## config.mk

```make
export PLATFORM = sky130hd
export DESIGN_NAME = fpsr_unit
export DESIGN_NICKNAME = d
export VERILOG_FILES = /design/src/rtl/fpsr_pkg.sv /design/src/rtl/fpsr_mode_decode.sv /design/src/rtl/fpsr_exc_merge.sv /design/src/rtl/fpsr_cmp_update.sv /design/src/rtl/fpsr_unit.sv
export SDC_FILE = /design/constraint.sdc
export NUM_CORES = 1
export LEC_CHECK = 0
export ABC_AREA = 1
export CAP_MARGIN = 20
export CORE_AREA = 3 3 71 73
export DETAILED_ROUTE_END_ITERATION = 6
export DIE_AREA = 0 0 74 76
export GPL_ROUTABILITY_DRIVEN = 1
export PLACE_DENSITY = 0.84
export SLEW_MARGIN = 10
export SYNTH_ARGS = -nofsm -noshare
export SYNTH_HDL_FRONTEND = slang
export SYNTH_HIERARCHICAL = 1
export SYNTH_SLANG_ARGS = --single-unit
```

## constraint.sdc

```tcl
create_clock -name clk -period 2.5 [get_ports clk]
set_clock_uncertainty 0.05 [all_clocks]
set_input_delay 0.5 -clock clk [delete_from_list [all_inputs] [get_ports clk]]
set_output_delay 0.5 -clock clk [all_outputs]
set_load 0.005 [all_outputs]
```

## src/rtl/fpsr_pkg.sv

```systemverilog
package fpsr_pkg;
    localparam int WORD_W    = 32;
    localparam int EXC_W     = 5;
    localparam int ENA_LSB   = 0;
    localparam int FLAG_LSB  = 27;
    localparam int FLUSH_BIT = 5;
    localparam int RM_LSB    = 9;
    localparam int RM_W      = 2;
    localparam int COND_BIT  = 26;
    localparam int QUEUE_LSB = 15;
    localparam int SLOT0_BIT = 21;
    localparam int CMP_W     = COND_BIT - QUEUE_LSB + 1;
    localparam int MASK_W    = 5;
    localparam int TGT_W     = 3;

    typedef enum logic [1:0] {
        REL_GT = 2'd0,
        REL_LT = 2'd1,
        REL_EQ = 2'd2,
        REL_UN = 2'd3
    } rel_e;

    typedef struct packed {
        logic [WORD_W-1:0] word;
        logic              trap;
    } fpsr_state_t;
endpackage

```

## src/rtl/fpsr_mode_decode.sv

```systemverilog
module fpsr_mode_decode #(
    parameter int RMW = 2,
    localparam int NSEL = 1 << RMW
) (
    input  logic [RMW-1:0]  rm_code,
    input  logic            flush_bit,
    output logic [NSEL-1:0] round_sel,
    output logic            flush_result,
    output logic            flush_operand
);
    for (genvar g = 0; g < NSEL; g++) begin : g_sel
        assign round_sel[g] = (rm_code == RMW'(g));
    end
    assign flush_result  = flush_bit;
    assign flush_operand = flush_bit;
endmodule

```

## src/rtl/fpsr_exc_merge.sv

```systemverilog
module fpsr_exc_merge #(
    parameter int EW = 5
) (
    input  logic          done,
    input  logic [EW-1:0] exc,
    input  logic [EW-1:0] enables,
    input  logic [EW-1:0] flags_in,
    output logic [EW-1:0] flags_out,
    output logic          trap_req
);
    logic [EW-1:0] raised;
    always_comb begin
        raised    = done ? exc : '0;
        flags_out = flags_in | raised;
        trap_req  = |(raised & enables);
    end
endmodule

```

## src/rtl/fpsr_cmp_update.sv

```systemverilog
module fpsr_cmp_update #(
    parameter int FW    = 12,
    parameter int MW    = 5,
    parameter int TW    = 3,
    parameter int SLOT0 = 6
) (
    input  logic          valid,
    input  logic [1:0]    rel,
    input  logic [MW-1:0] cond,
    input  logic [TW-1:0] target,
    input  logic [FW-1:0] field_in,
    output logic [FW-1:0] field_out
);
    import fpsr_pkg::*;
    logic result;
    int   idx;

    always_comb begin
        unique case (rel_e'(rel))
            REL_GT:  result = cond[4];
            REL_LT:  result = cond[3];
            REL_EQ:  result = cond[2];
            default: result = cond[1];
        endcase
    end

    always_comb begin
        field_out = field_in;
        idx       = SLOT0 - (int'(target) - 1);
        if (valid) begin
            if (target != '0) begin
                if (idx >= 0 && idx < FW - 1) field_out[idx] = result;
            end else begin
                field_out[FW-3:0] = field_in[FW-2:1];
                field_out[FW-2]   = field_in[FW-1];
                field_out[FW-1]   = result;
            end
        end
    end
endmodule

```

## src/rtl/fpsr_unit.sv

```systemverilog
module fpsr_unit
    import fpsr_pkg::*;
(
    input  logic              clk,
    input  logic              rst_n,
    input  logic              sw_we,
    input  logic [WORD_W-1:0] sw_wdata,
    output logic [WORD_W-1:0] rd_data,
    input  logic              op_done,
    input  logic [EXC_W-1:0]  op_exc,
    input  logic              cmp_valid,
    input  logic [1:0]        cmp_rel,
    input  logic [MASK_W-1:0] cmp_cond,
    input  logic [TGT_W-1:0]  cmp_target,
    output logic [3:0]        round_sel,
    output logic              flush_result,
    output logic              flush_operand,
    output logic              assist_trap
);
    fpsr_state_t st_d, st_q;
    logic [EXC_W-1:0] flags_new;
    logic [CMP_W-1:0] cmp_new;
    logic             trap_req;

    fpsr_mode_decode #(.RMW(RM_W)) u_mode (
        .rm_code      (st_q.word[RM_LSB +: RM_W]),
        .flush_bit    (st_q.word[FLUSH_BIT]),
        .round_sel    (round_sel),
        .flush_result (flush_result),
        .flush_operand(flush_operand)
    );

    fpsr_exc_merge #(.EW(EXC_W)) u_exc (
        .done     (op_done),
        .exc      (op_exc),
        .enables  (st_q.word[ENA_LSB +: EXC_W]),
        .flags_in (st_q.word[FLAG_LSB +: EXC_W]),
        .flags_out(flags_new),
        .trap_req (trap_req)
    );

    fpsr_cmp_update #(
        .FW(CMP_W), .MW(MASK_W), .TW(TGT_W), .SLOT0(SLOT0_BIT - QUEUE_LSB)
    ) u_cmp (
        .valid    (cmp_valid),
        .rel      (cmp_rel),
        .cond     (cmp_cond),
        .target   (cmp_target),
        .field_in (st_q.word[QUEUE_LSB +: CMP_W]),
        .field_out(cmp_new)
    );

    always_comb begin
        st_d      = st_q;
        st_d.trap = 1'b0;
        if (sw_we) begin
            st_d.word = sw_wdata;
        end else begin
            st_d.word[FLAG_LSB +: EXC_W]  = flags_new;
            st_d.word[QUEUE_LSB +: CMP_W] = cmp_new;
            st_d.trap                     = trap_req;
        end
    end

    always_ff @(posedge clk or negedge rst_n) begin
        if (!rst_n) st_q <= '0;
        else        st_q <= st_d;
    end

    assign rd_data     = st_q.word;
    assign assist_trap = st_q.trap;


    round_onehot_chk: assert property (@(posedge clk) disable iff (!rst_n)
        $countones(round_sel) == 1);


    flags_sticky_chk: assert property (@(posedge clk) disable iff (!rst_n)
        !sw_we |=> ((rd_data[31:27] & $past(rd_data[31:27])) == $past(rd_data[31:27])));


    idle_stable_chk: assert property (@(posedge clk) disable iff (!rst_n)
        (!sw_we && !cmp_valid && (!op_done || op_exc == '0)) |=> ($stable(rd_data) && !assist_trap));


    trap_cause_chk: assert property (@(posedge clk) disable iff (!rst_n)
        assist_trap |-> ($past(op_done) && !$past(sw_we) && ($past(op_exc & rd_data[4:0]) != '0)));


    slot_single_chk: assert property (@(posedge clk) disable iff (!rst_n)
        (cmp_valid && cmp_target != '0 && !sw_we && !op_done) |=>
        ($countones(rd_data ^ $past(rd_data)) <= 1));


    sw_load_chk: assert property (@(posedge clk) disable iff (!rst_n)
        sw_we |=> (rd_data == $past(sw_wdata) && !assist_trap));
endmodule

```

# Yosys cells after proc, flatten, opt, wreduce, memory -nomap -nowiden
# Index checks and enable logic that the tools add are counted.
# classes
eq_ne	6
n_reduce_logical	8
mux	10
magnitude_cmp	4
addsub	2
bitwise_logic	2
# ops
cell	count
$ge A32 B1 Y1 const B	2
$mux W12	3
$lt A32 B5 Y1 const B	1
$lt A32 B6 Y1 const B	1
$sub A4 B32 Y32 const A	1
$mux W17	1
$bwmux W12	1
$eq A2 B2 Y1 const B	3
$and A5 B5 Y5	1
$mux W5	1
$or A5 B5 Y5	1
$reduce_or A5 Y1	1
$demux W1 S4	1
$eq A2 B1 Y1 const B	2
$logic_not A2 Y1	2
$sub A3 B1 Y4 const B	1
$ne A3 B3 Y1 const B	1
$pmux W1 S3	1
$reduce_bool A3 Y1	1
$logic_and A1 B1 Y1	2
$mux W1	2
$reduce_and A2 Y1	1
$reduce_bool A2 Y1	1
# totals
elab_cells	36
reg_bits	33
output_inout_bits	39

# Longest topological paths before layout
# Gate-level depths: netlist (run 1).
# logic_depth
word_depth	11
ltp_mapped	14

# Cells and area by module
# The synthesis (run 1) kept the hierarchy.
# by_module_without_submodules
module	area_per_inst_um2	instances	seq_area_each_um2	cells_per_inst
fpsr_unit	1267.5	1	825.8	139
fpsr_cmp_update	579.3	1	0.0	116
fpsr_exc_merge	103.8	1	0.0	19
fpsr_mode_decode	41.3	1	0.0	9

# Worst setup path after synthesis (run 1)
# Ideal clock, no wire load.
# synth_path
kind	in2reg
start	in cmp_target[0]
end	reg st_q, in the netlist rd_data[19]
setup_ns	0.116
n_path_buf	0
t_required_ns	2.334
setup_slack_ns	0.814
t_arrival_ns	1.520
path_stages	12
path_cell_list	inv_2 ha_1 nor2_2 nand2_1 nand2_2 nand2_4 o21ai_1 nand3_1 nand2_1 nand2_1 nand2_1 nand2_1
# synth_lines
item	line_no	source
start, declared	fpsr_unit.sv:14	input logic [TGT_W-1:0] cmp_target,
end signal, assigned	fpsr_unit.sv:67	else st_q <= st_d;
end, declared	fpsr_unit.sv:20	fpsr_state_t st_d, st_q;

==> results of run 1 <==
Yosys cell counts (all sizes together):
cell type	number	area share, %
clkinv	3	0.57
nand2	151	29
nor2	16	3.9
dfrtp	33	41
buf	11	5.1
o21ai	12	3.0
inv	23	4.5
or2	4	1.3
ha	5	3.1
nand3	19	4.8
a21o	4	1.5
nand4	1	1.1
a21oi	1	0.44
state kept, by name, indices dropped and copies added (netlist names):
name,flops
assist_trap,1
rd_data,32
cell type report:
class / count / area, um^2 / area share [%]
well taps: 52 / 65.1 / 2.18
repair buffers: 93 / 921 / 30.9
clock buffers: 7 / 96.3 / 3.24
multi-input cells: 213 / 965 / 32.4
clock inverters: 1 / 5.00 / 0.168
flip-flops and latches: 33 / 826 / 27.7
inverters: 26 / 100 / 3.36
power by group through the flow:
stage	clock [mW]	combinational (mW)	sequential, mW
4_1_cts	0.444	0.409	0.624
5_1_grt	0.469	0.452	0.631
6_report	0.429	0.403	0.623
2_1_floorplan	0	0.170	0.632
3_3_place_gp	0	0.400	0.631
3_5_place_dp	0	0.406	0.633
cell families after synthesis:
logic type | count (synthesis)
AO/OA/AOI/OAI | 17
adder cells (fa/ha/maj) | 5
buffers and inverters | 37
flip-flops | 33
AND/OR/NAND/NOR | 191
cells in the final DEF (no fill, tap or decap):
master and count:
nand3_1 19, ha_1 5, nand2_2 4, nor2_1 11, nand2_4 1, nor2_2 4, o21ai_1 9, clkdlybuf4s50_1 89
buf_4 4, a21oi_2 1, clkinv_1 3, nand2_1 146, or2_1 4, clkinv_2 1, nand4_4 1, inv_1 11
nor2_4 1, clkbuf_8 7, dfrtp_1 33, inv_2 11, inv_4 1, o21ai_0 3, a21o_1 4
path summary, 6_finish.rpt:
kind	startpoint	end	slack [ps]	cells after the start
worst max-delay path	cmp_target[0]	rd_data[20]	310	13
worst min-delay path	rd_data[13]	rd_data[13]	420	2
worst max register to register	rd_data[19]	rd_data[18]	1450	5
worst min register to register	rd_data[13]	rd_data[13]	420	2
max in group asynchronous	rst_n	rd_data[10]	1530	2
min in group asynchronous	rst_n	rd_data[28]	570	2
metrics by stage:
step	setup slack (ps)	cell area [um^2]
floorplan	814	1990
global placement	151	2880
detailed placement	45.6	2880
CTS	335	2980
global route	184	2980
finish	313	2980
metal layers:
metal	up-vias	GRT usage [%]	share of wire, %
li1	1039	-	-
met2	66	32.4	50
met1	878	20.5	40
met3	2	7.52	10
met4	0	5.07	0.59
met5	-	0	0
tightest hold or removal path: stages, from the launching register on:
cell	delay, ps
dfrtp_1	350
nand2_1	50
nand2_1	40
==> flow_summary.html, run 1 <==
<table>
<tr><th>Metric</th><th>Value</th></tr>
<tr><th colspan="2">CTS</th></tr>
<tr><td>Clock tree from TritonCTS</td><td>done</td></tr>
<tr><td>Number of buffers inserted for hold repair after clock tree synthesis</td><td>0</td></tr>
<tr><td>Count of clock tree sinks</td><td>33</td></tr>
<tr><td>Post-CTS Setup Bufs</td><td>0</td></tr>
<tr><td>CTS buffer count</td><td>5</td></tr>
<tr><td>Clock edge transition at the registers on the reported setup and hold paths</td><td>70 ps</td></tr>
<tr><td>CTS HTree Levels</td><td>2</td></tr>
<tr><td>Count of instances resized after the clock tree is built</td><td>0</td></tr>
<tr><td>Library cell used as clock root buffer</td><td>clkbuf_8</td></tr>
<tr><td>Buffers from clock root to sink, at most</td><td>2</td></tr>
<tr><td>Clock insertion delay at the later pin of the skew report</td><td>270 ps</td></tr>
<tr><th colspan="2">Layout</th></tr>
<tr><td>Synthesis-to-layout area growth</td><td>49.5%</td></tr>
<tr><td>Share of the core filled with cells</td><td>67.5%</td></tr>
<tr><td>Number of nets in the final layout</td><td>429</td></tr>
<tr><td>Count of inserted antenna diode cells</td><td>0</td></tr>
<tr><td>Layout cells sized above 1</td><td>9.65%</td></tr>
<tr><td>Fill cells</td><td>400</td></tr>
<tr><td>Non-filler cells in the finished layout</td><td>425</td></tr>
<tr><th colspan="2">Global route</th></tr>
<tr><td>Initial antenna violation count</td><td>0</td></tr>
<tr><td>GRT Resource Usage Total</td><td>18.6%</td></tr>
<tr><td>Vias in the first global route</td><td>1990</td></tr>
<tr><td>Global-route wire length before repair</td><td>8.41 mm</td></tr>
<tr><td>Largest net degree at the start of global routing</td><td>34</td></tr>
<tr><td>Final global-route overflow total</td><td>0</td></tr>
<tr><th colspan="2">Outcome</th></tr>
<tr><td>Status</td><td>finished clean</td></tr>
<tr><th colspan="2">STA</th></tr>
<tr><td>Final setup viols</td><td>0</td></tr>
<tr><td>Final hold violation count</td><td>0</td></tr>
<tr><td>Count of pins over their slew limit</td><td>0</td></tr>
<tr><td>Share of the cycle needed by the critical path after routing</td><td>87.5%</td></tr>
<tr><td>Worst-case headroom to the max-slew limit</td><td>69.6%</td></tr>
<tr><td>Min cycle time layout</td><td>2190 ps</td></tr>
<tr><td>Setup TNS Final</td><td>0 ps</td></tr>
<tr><td>Unrepaired setup endpoints after global routing</td><td>false</td></tr>
<tr><td>Highest achievable clock rate</td><td>457 MHz</td></tr>
<tr><td>WHS</td><td>423 ps</td></tr>
<tr><td>Pin slew with the least headroom to its limit</td><td>454 ps</td></tr>
<tr><th colspan="2">Power and ir drop</th></tr>
<tr><td>Part of the power in combinational logic</td><td>27.7%</td></tr>
<tr><td>Ratio of total power to cell area</td><td>489 mW/mm^2</td></tr>
<tr><td>Clock network fraction of design power</td><td>29.5%</td></tr>
<tr><td>Leakage power figure</td><td>1.50 nW</td></tr>
<tr><td>Switching part of the total</td><td>26.7%</td></tr>
<tr><td>Highest ir drop seen on vdd</td><td>0.436 mV</td></tr>
<tr><td>Sequential power share</td><td>42.8%</td></tr>
<tr><td>Power, Total</td><td>1.46 mW</td></tr>
<tr><td>NetSw</td><td>388 uW</td></tr>
<tr><td>Internal Power</td><td>1.07 mW</td></tr>
<tr><th colspan="2">Worst setup path</th></tr>
<tr><td>Kind of end point of the critical path</td><td>flip-flop</td></tr>
<tr><td>Launching element type of the critical path</td><td>primary input</td></tr>
<tr><td>Required time worst endpoint</td><td>2610 ps</td></tr>
<tr><td>Crit Path Category</td><td>primary input to flip-flop</td></tr>
<tr><td>Most common cell on crit path</td><td>nand2_1</td></tr>
<tr><td>Critical path buffers and inverters</td><td>2</td></tr>
<tr><td>Delay of the slowest critical-path stage</td><td>570 ps</td></tr>
<tr><td>Worst path cell trace</td><td>clkdlybuf4s50_1, inv_2, ha_1, nor2_2, nand2_1, nand2_2, nand2_4, o21ai_1, nand3_1, nand2_1, nand2_1, nand2_1, nand2_1</td></tr>
<tr><td>Critical path fanouts, max</td><td>6</td></tr>
<tr><td>Top delay family on crit path</td><td>simple AND/OR/NAND/NOR gates</td></tr>
<tr><td>Cell type of the slowest stage on the worst timing path</td><td>clkdlybuf4s50_1</td></tr>
<tr><td>Data arrival time of the critical path</td><td>2300 ps</td></tr>
<tr><th colspan="2">Floorplan</th></tr>
<tr><td>Number of top-level pins</td><td>91</td></tr>
<tr><td>Core Rows</td><td>24</td></tr>
<tr><td>DIE AREA</td><td>0.00562 mm^2</td></tr>
<tr><td>Die span in y</td><td>76 um</td></tr>
<tr><td>Initial core utilization</td><td>45.1%</td></tr>
<tr><td>Core Footprint</td><td>0.00441 mm^2</td></tr>
<tr><td>X dimension of the die</td><td>74 um</td></tr>
<tr><th colspan="2">Synth</th></tr>
<tr><td>Synth Area in Adders</td><td>3.14%</td></tr>
<tr><td>Largest family of logic cells by synthesized area</td><td>simple AND/OR/NAND/NOR gates</td></tr>
<tr><td>Total nets after synthesis</td><td>340</td></tr>
<tr><td>Compound-cell area share of the yosys netlist</td><td>4.96%</td></tr>
<tr><td>Number of warnings issued by yosys</td><td>6</td></tr>
<tr><td>Number of library cell types mapped by synthesis</td><td>21</td></tr>
<tr><td>Post-synth design cell area</td><td>0.00199 mm^2</td></tr>
<tr><td>Per-instance average area after synthesis</td><td>7.04 um^2</td></tr>
<tr><td>Sequential element share of the synthesized area</td><td>41.5%</td></tr>
<tr><td>Register bit total from synthesis</td><td>33</td></tr>
<tr><td>Mux cell area share after synthesis</td><td>0%</td></tr>
<tr><td>Cell count after synthesis</td><td>283</td></tr>
<tr><td>Simple-Gate Fraction of Synth Area</td><td>40.3%</td></tr>
<tr><td>Share of the synthesized netlist area taken by xor and xnor gates</td><td>0%</td></tr>
<tr><th colspan="2">Detailed routing</th></tr>
<tr><td>Number of iterations in the first detailed-routing pass</td><td>4</td></tr>
<tr><td>Count of unresolved DRC violations after routing</td><td>0</td></tr>
<tr><td>Routed wirelength normalized by instance count</td><td>11.5 um</td></tr>
<tr><td>Total detailed-routing wirelength</td><td>4.89 mm</td></tr>
<tr><td>Routed via count</td><td>1985</td></tr>
<tr><td>Ratio of routed vias to standard cells</td><td>4.67</td></tr>
<tr><td>DRT iter0 DRCs</td><td>57</td></tr>
<tr><td>Remaining antenna violation count after routing</td><td>0</td></tr>
<tr><th colspan="2">Placed design</th></tr>
<tr><td>Detailed Place HPWL</td><td>3.77 mm</td></tr>
<tr><td>Placed cell count</td><td>417</td></tr>
<tr><td>Routability congestion estimate</td><td>0.839</td></tr>
<tr><td>Port Buffer Count</td><td>89</td></tr>
<tr><th colspan="2">Job</th></tr>
<tr><td>Max-capacitance violation count</td><td>0</td></tr>
<tr><th colspan="2">Hold path</th></tr>
<tr><td>Hold crit path type</td><td>flip-flop to flip-flop</td></tr>
</table>
Note: power is estimated with default switching activity, not from simulation.
==> inputs of run 2 (changes only) <==
--- a/config.mk
+++ b/config.mk
@@ -11,6 +11,7 @@
 export DETAILED_ROUTE_END_ITERATION = 6
 export DIE_AREA = 0 0 74 76
 export GPL_ROUTABILITY_DRIVEN = 1
+export HOLD_SLACK_MARGIN = 0.12
 export PLACE_DENSITY = 0.84
 export SLEW_MARGIN = 10
 export SYNTH_ARGS = -nofsm -noshare
==> results of run 2 <==
Final layout, timing and power as in run 1 (identical DEF).
==> inputs of run 3 (changes only) <==
--- a/config.mk
+++ b/config.mk
@@ -6,8 +6,8 @@
 export NUM_CORES = 1
 export LEC_CHECK = 0
 export ABC_AREA = 1
-export CAP_MARGIN = 20
 export CORE_AREA = 3 3 71 73
+export CTS_BUF_LIST = sky130_fd_sc_hd__clkbuf_16
 export DETAILED_ROUTE_END_ITERATION = 6
 export DIE_AREA = 0 0 74 76
 export GPL_ROUTABILITY_DRIVEN = 1
==> flow_summary.html, run 3 (synthesis results as in run 1) <==
<table>
<tr><th>Metric</th><th>Value</th></tr>
<tr><th colspan="2">Detailed routing</th></tr>
<tr><td>Total detailed-routing wirelength</td><td>4.96 mm (+1.3%)</td></tr>
<tr><td>DRT iter0 DRCs</td><td>76 (+33%)</td></tr>
<tr><td>Routed wirelength normalized by instance count</td><td>11.7 um (+1.3%)</td></tr>
<tr><td>Ratio of routed vias to standard cells</td><td>4.70 (+0.65%)</td></tr>
<tr><td>Count of unresolved DRC violations after routing</td><td>0 (unchanged)</td></tr>
<tr><td>Routed via count</td><td>1998 (+0.65%)</td></tr>
<tr><td>Number of iterations in the first detailed-routing pass</td><td>4 (unchanged)</td></tr>
<tr><td>Remaining antenna violation count after routing</td><td>0 (unchanged)</td></tr>
<tr><th colspan="2">STA</th></tr>
<tr><td>Final setup viols</td><td>0 (unchanged)</td></tr>
<tr><td>Unrepaired setup endpoints after global routing</td><td>false</td></tr>
<tr><td>WHS</td><td>421 ps (-2.08 ps)</td></tr>
<tr><td>Highest achievable clock rate</td><td>456 MHz (-0.21%)</td></tr>
<tr><td>Share of the cycle needed by the critical path after routing</td><td>87.7% (+0.18 points)</td></tr>
<tr><td>Pin slew with the least headroom to its limit</td><td>450 ps (-4.63 ps)</td></tr>
<tr><td>Count of pins over their slew limit</td><td>0 (unchanged)</td></tr>
<tr><td>Min cycle time layout</td><td>2190 ps (+4.50 ps)</td></tr>
<tr><td>Setup TNS Final</td><td>0 ps (unchanged)</td></tr>
<tr><td>Worst-case headroom to the max-slew limit</td><td>69.9% (+0.31 points)</td></tr>
<tr><td>Final hold violation count</td><td>0 (unchanged)</td></tr>
<tr><th colspan="2">Worst setup path</th></tr>
<tr><td>Data arrival time of the critical path</td><td>2300 ps (about the same)</td></tr>
<tr><td>Kind of end point of the critical path</td><td>flip-flop</td></tr>
<tr><td>Crit Path Category</td><td>primary input to flip-flop</td></tr>
<tr><td>Launching element type of the critical path</td><td>primary input</td></tr>
<tr><td>Number of cells on the worst reg-to-reg path</td><td>5 (unchanged)</td></tr>
<tr><td>Reg2Reg Setup Slack</td><td>1450 ps (about the same)</td></tr>
<tr><td>First element of the critical path</td><td>cmp_target[0]</td></tr>
<tr><td>Capture point of the worst path</td><td>rd_data[20]</td></tr>
<tr><td>Capture instance of the worst register-to-register path</td><td>rd_data[18]</td></tr>
<tr><td>Required time worst endpoint</td><td>2610 ps (about the same)</td></tr>
<tr><td>Critical path fanouts, max</td><td>6 (unchanged)</td></tr>
<tr><td>Launch instance of the worst register-to-register path</td><td>rd_data[19]</td></tr>
<tr><th colspan="2">Layout</th></tr>
<tr><td>Area taken by multi-input logic gates</td><td>965 um^2 (unchanged)</td></tr>
<tr><td>Synthesis-to-layout area growth</td><td>51.3%</td></tr>
<tr><td>Layout cells sized above 1</td><td>9.12% (-0.54 points)</td></tr>
<tr><td>Top library cells by usage in the layout, fill and taps aside</td><td>146 x nand2_1, 89 x clkdlybuf4s50_1, 33 x dfrtp_1</td></tr>
<tr><td>Number of nets in the final layout</td><td>429 (unchanged)</td></tr>
<tr><td>Fill cells</td><td>391 (-2.3%)</td></tr>
<tr><td>Seq. cell area</td><td>826 um^2 (unchanged)</td></tr>
<tr><td>Count of inserted antenna diode cells</td><td>0 (unchanged)</td></tr>
<tr><td>Largest register FFs</td><td>32 (unchanged)</td></tr>
<tr><td>Non-filler cells in the finished layout</td><td>425 (unchanged)</td></tr>
<tr><td>Most frequent standard cell in the layout excluding fill and tap cells</td><td>nand2_1</td></tr>
<tr><td>Share of the core filled with cells</td><td>68.3% (+0.82 points)</td></tr>
<tr><th colspan="2">CTS</th></tr>
<tr><td>CTS buffer count</td><td>5 (unchanged)</td></tr>
<tr><td>Library cell used as clock root buffer</td><td>clkbuf_16</td></tr>
<tr><td>CTS HTree Levels</td><td>2 (unchanged)</td></tr>
<tr><td>Count of clock tree sinks</td><td>33 (unchanged)</td></tr>
<tr><td>Clock edge transition at the registers on the reported setup and hold paths</td><td>50 ps (-20 ps)</td></tr>
<tr><td>Post-CTS Setup Bufs</td><td>0 (unchanged)</td></tr>
<tr><td>Number of buffers inserted for hold repair after clock tree synthesis</td><td>0 (unchanged)</td></tr>
<tr><td>Clock insertion delay at the later pin of the skew report</td><td>270 ps (about the same)</td></tr>
<tr><td>Clock tree from TritonCTS</td><td>done</td></tr>
<tr><td>Count of instances resized after the clock tree is built</td><td>0 (unchanged)</td></tr>
<tr><td>Buffers from clock root to sink, at most</td><td>2 (unchanged)</td></tr>
<tr><th colspan="2">Floorplan</th></tr>
<tr><td>Die span in y</td><td>76 um (unchanged)</td></tr>
<tr><td>Number of top-level pins</td><td>91 (unchanged)</td></tr>
<tr><td>DIE AREA</td><td>0.00562 mm^2 (unchanged)</td></tr>
<tr><td>X dimension of the die</td><td>74 um (unchanged)</td></tr>
<tr><td>Core Rows</td><td>24 (unchanged)</td></tr>
<tr><td>Initial core utilization</td><td>45.1% (unchanged)</td></tr>
<tr><td>Core Footprint</td><td>0.00441 mm^2 (unchanged)</td></tr>
<tr><th colspan="2">Placed design</th></tr>
<tr><td>Port Buffer Count</td><td>89 (unchanged)</td></tr>
<tr><td>Placed cell count</td><td>417 (unchanged)</td></tr>
<tr><td>Detailed Place HPWL</td><td>3.77 mm (unchanged)</td></tr>
<tr><td>Routability congestion estimate</td><td>0.839 (unchanged)</td></tr>
<tr><th colspan="2">Power and ir drop</th></tr>
<tr><td>Highest ir drop seen on vdd</td><td>0.458 mV (+5.0%)</td></tr>
<tr><td>Ratio of total power to cell area</td><td>528 mW/mm^2 (+8.1%)</td></tr>
<tr><td>Switching part of the total</td><td>25.9% (-0.71 points)</td></tr>
<tr><td>NetSw</td><td>413 uW (+6.5%)</td></tr>
<tr><td>Leakage power figure</td><td>1.51 nW (+0.96%)</td></tr>
<tr><td>Sequential power share</td><td>39.2% (-3.6 points)</td></tr>
<tr><td>Clock network fraction of design power</td><td>35.4% (+5.9 points)</td></tr>
<tr><td>Internal Power</td><td>1.18 mW (+10%)</td></tr>
<tr><td>Part of the power in combinational logic</td><td>25.4% (-2.3 points)</td></tr>
<tr><th colspan="2">Job</th></tr>
<tr><td>Max-capacitance violation count</td><td>0 (unchanged)</td></tr>
<tr><th colspan="2">Hold path</th></tr>
<tr><td>Hold crit path type</td><td>flip-flop to flip-flop</td></tr>
<tr><td>Cell depth of the worst hold path</td><td>2 (unchanged)</td></tr>
<tr><th colspan="2">Outcome</th></tr>
<tr><td>Status</td><td>finished clean</td></tr>
<tr><th colspan="2">Global route</th></tr>
<tr><td>Final global-route overflow total</td><td>0 (unchanged)</td></tr>
<tr><td>GRT Resource Usage Total</td><td>19.2% (+0.54 points)</td></tr>
<tr><td>Largest net degree at the start of global routing</td><td>34 (unchanged)</td></tr>
<tr><td>Global-route wire length before repair</td><td>8.52 mm (+1.3%)</td></tr>
<tr><td>Vias in the first global route</td><td>1959 (-1.6%)</td></tr>
<tr><td>Initial antenna violation count</td><td>0 (unchanged)</td></tr>
</table>
==> run 3: cell count changes in the layout (fill, tap and decap cells not counted), sizes merged <==
cell    delta
clkinv     +2
clkbuf     -2
==> run 3: layer usage <==
metal	routed length [um]	share of wire, %	track usage (%)
met5	0	0	0
met3	501	10	9.10
met1	1910	38	21.0
met2	2530	51	32.7
met4	23	0.46	4.89
==> run 3: cell type report <==
class	instances	area share (%)
Sequential cell	33	27.4
Inverter	26	3.32
Clock buffer	5	4.15
Multi-Input combinational cell	213	32.0
Clock inverter	3	0.415
Tap cell	52	2.16
Timing Repair Buffer	93	30.6
==> run 3: per-stage QoR <==
stage	total power, mW	setup slack (ps)	cell area, um^2
5_1_grt	1.69	174	3010
2_1_floorplan	0.803	814	1990
3_5_place_dp	1.04	45.6	2880
3_3_place_gp	1.03	151	2880
4_1_cts	1.61	324	3010
6_report	1.59	308	3010
==> run 3: worst min path at each step <==
| stage | slack [ps] | end | from |
|---|---|---|---|
| after floorplan | 150 | assist_trap | rst_n |
| after global placement | 400 | rd_data[12] | rd_data[12] |
| after detailed placement | 410 | rd_data[13] | rd_data[13] |
| after CTS | 430 | rd_data[11] | rd_data[11] |
| after global routing | 450 | rd_data[14] | rd_data[14] |
| final | 420 | rd_data[11] | rd_data[11] |
==> run 3: power groups by stage <==
stage | sequential [mW] | combinational (mW) | clock [mW]
after floorplan | 0.632 | 0.170 | 0
after global placement | 0.631 | 0.400 | 0
after detailed placement | 0.633 | 0.406 | 0
after CTS | 0.625 | 0.410 | 0.577
after global routing | 0.633 | 0.452 | 0.606
final | 0.624 | 0.404 | 0.564
==> run 3: critical path, stage by stage <==
cell             delay [ps]
clkdlybuf4s50_1         570
inv_2                    60
ha_1                    320
nor2_2                  150
nand2_1                  90
nand2_2                  90
nand2_4                  70
o21ai_1                 120
nand3_1                  90
nand2_1                  70
nand2_1                  50
nand2_1                  60
nand2_1                  50
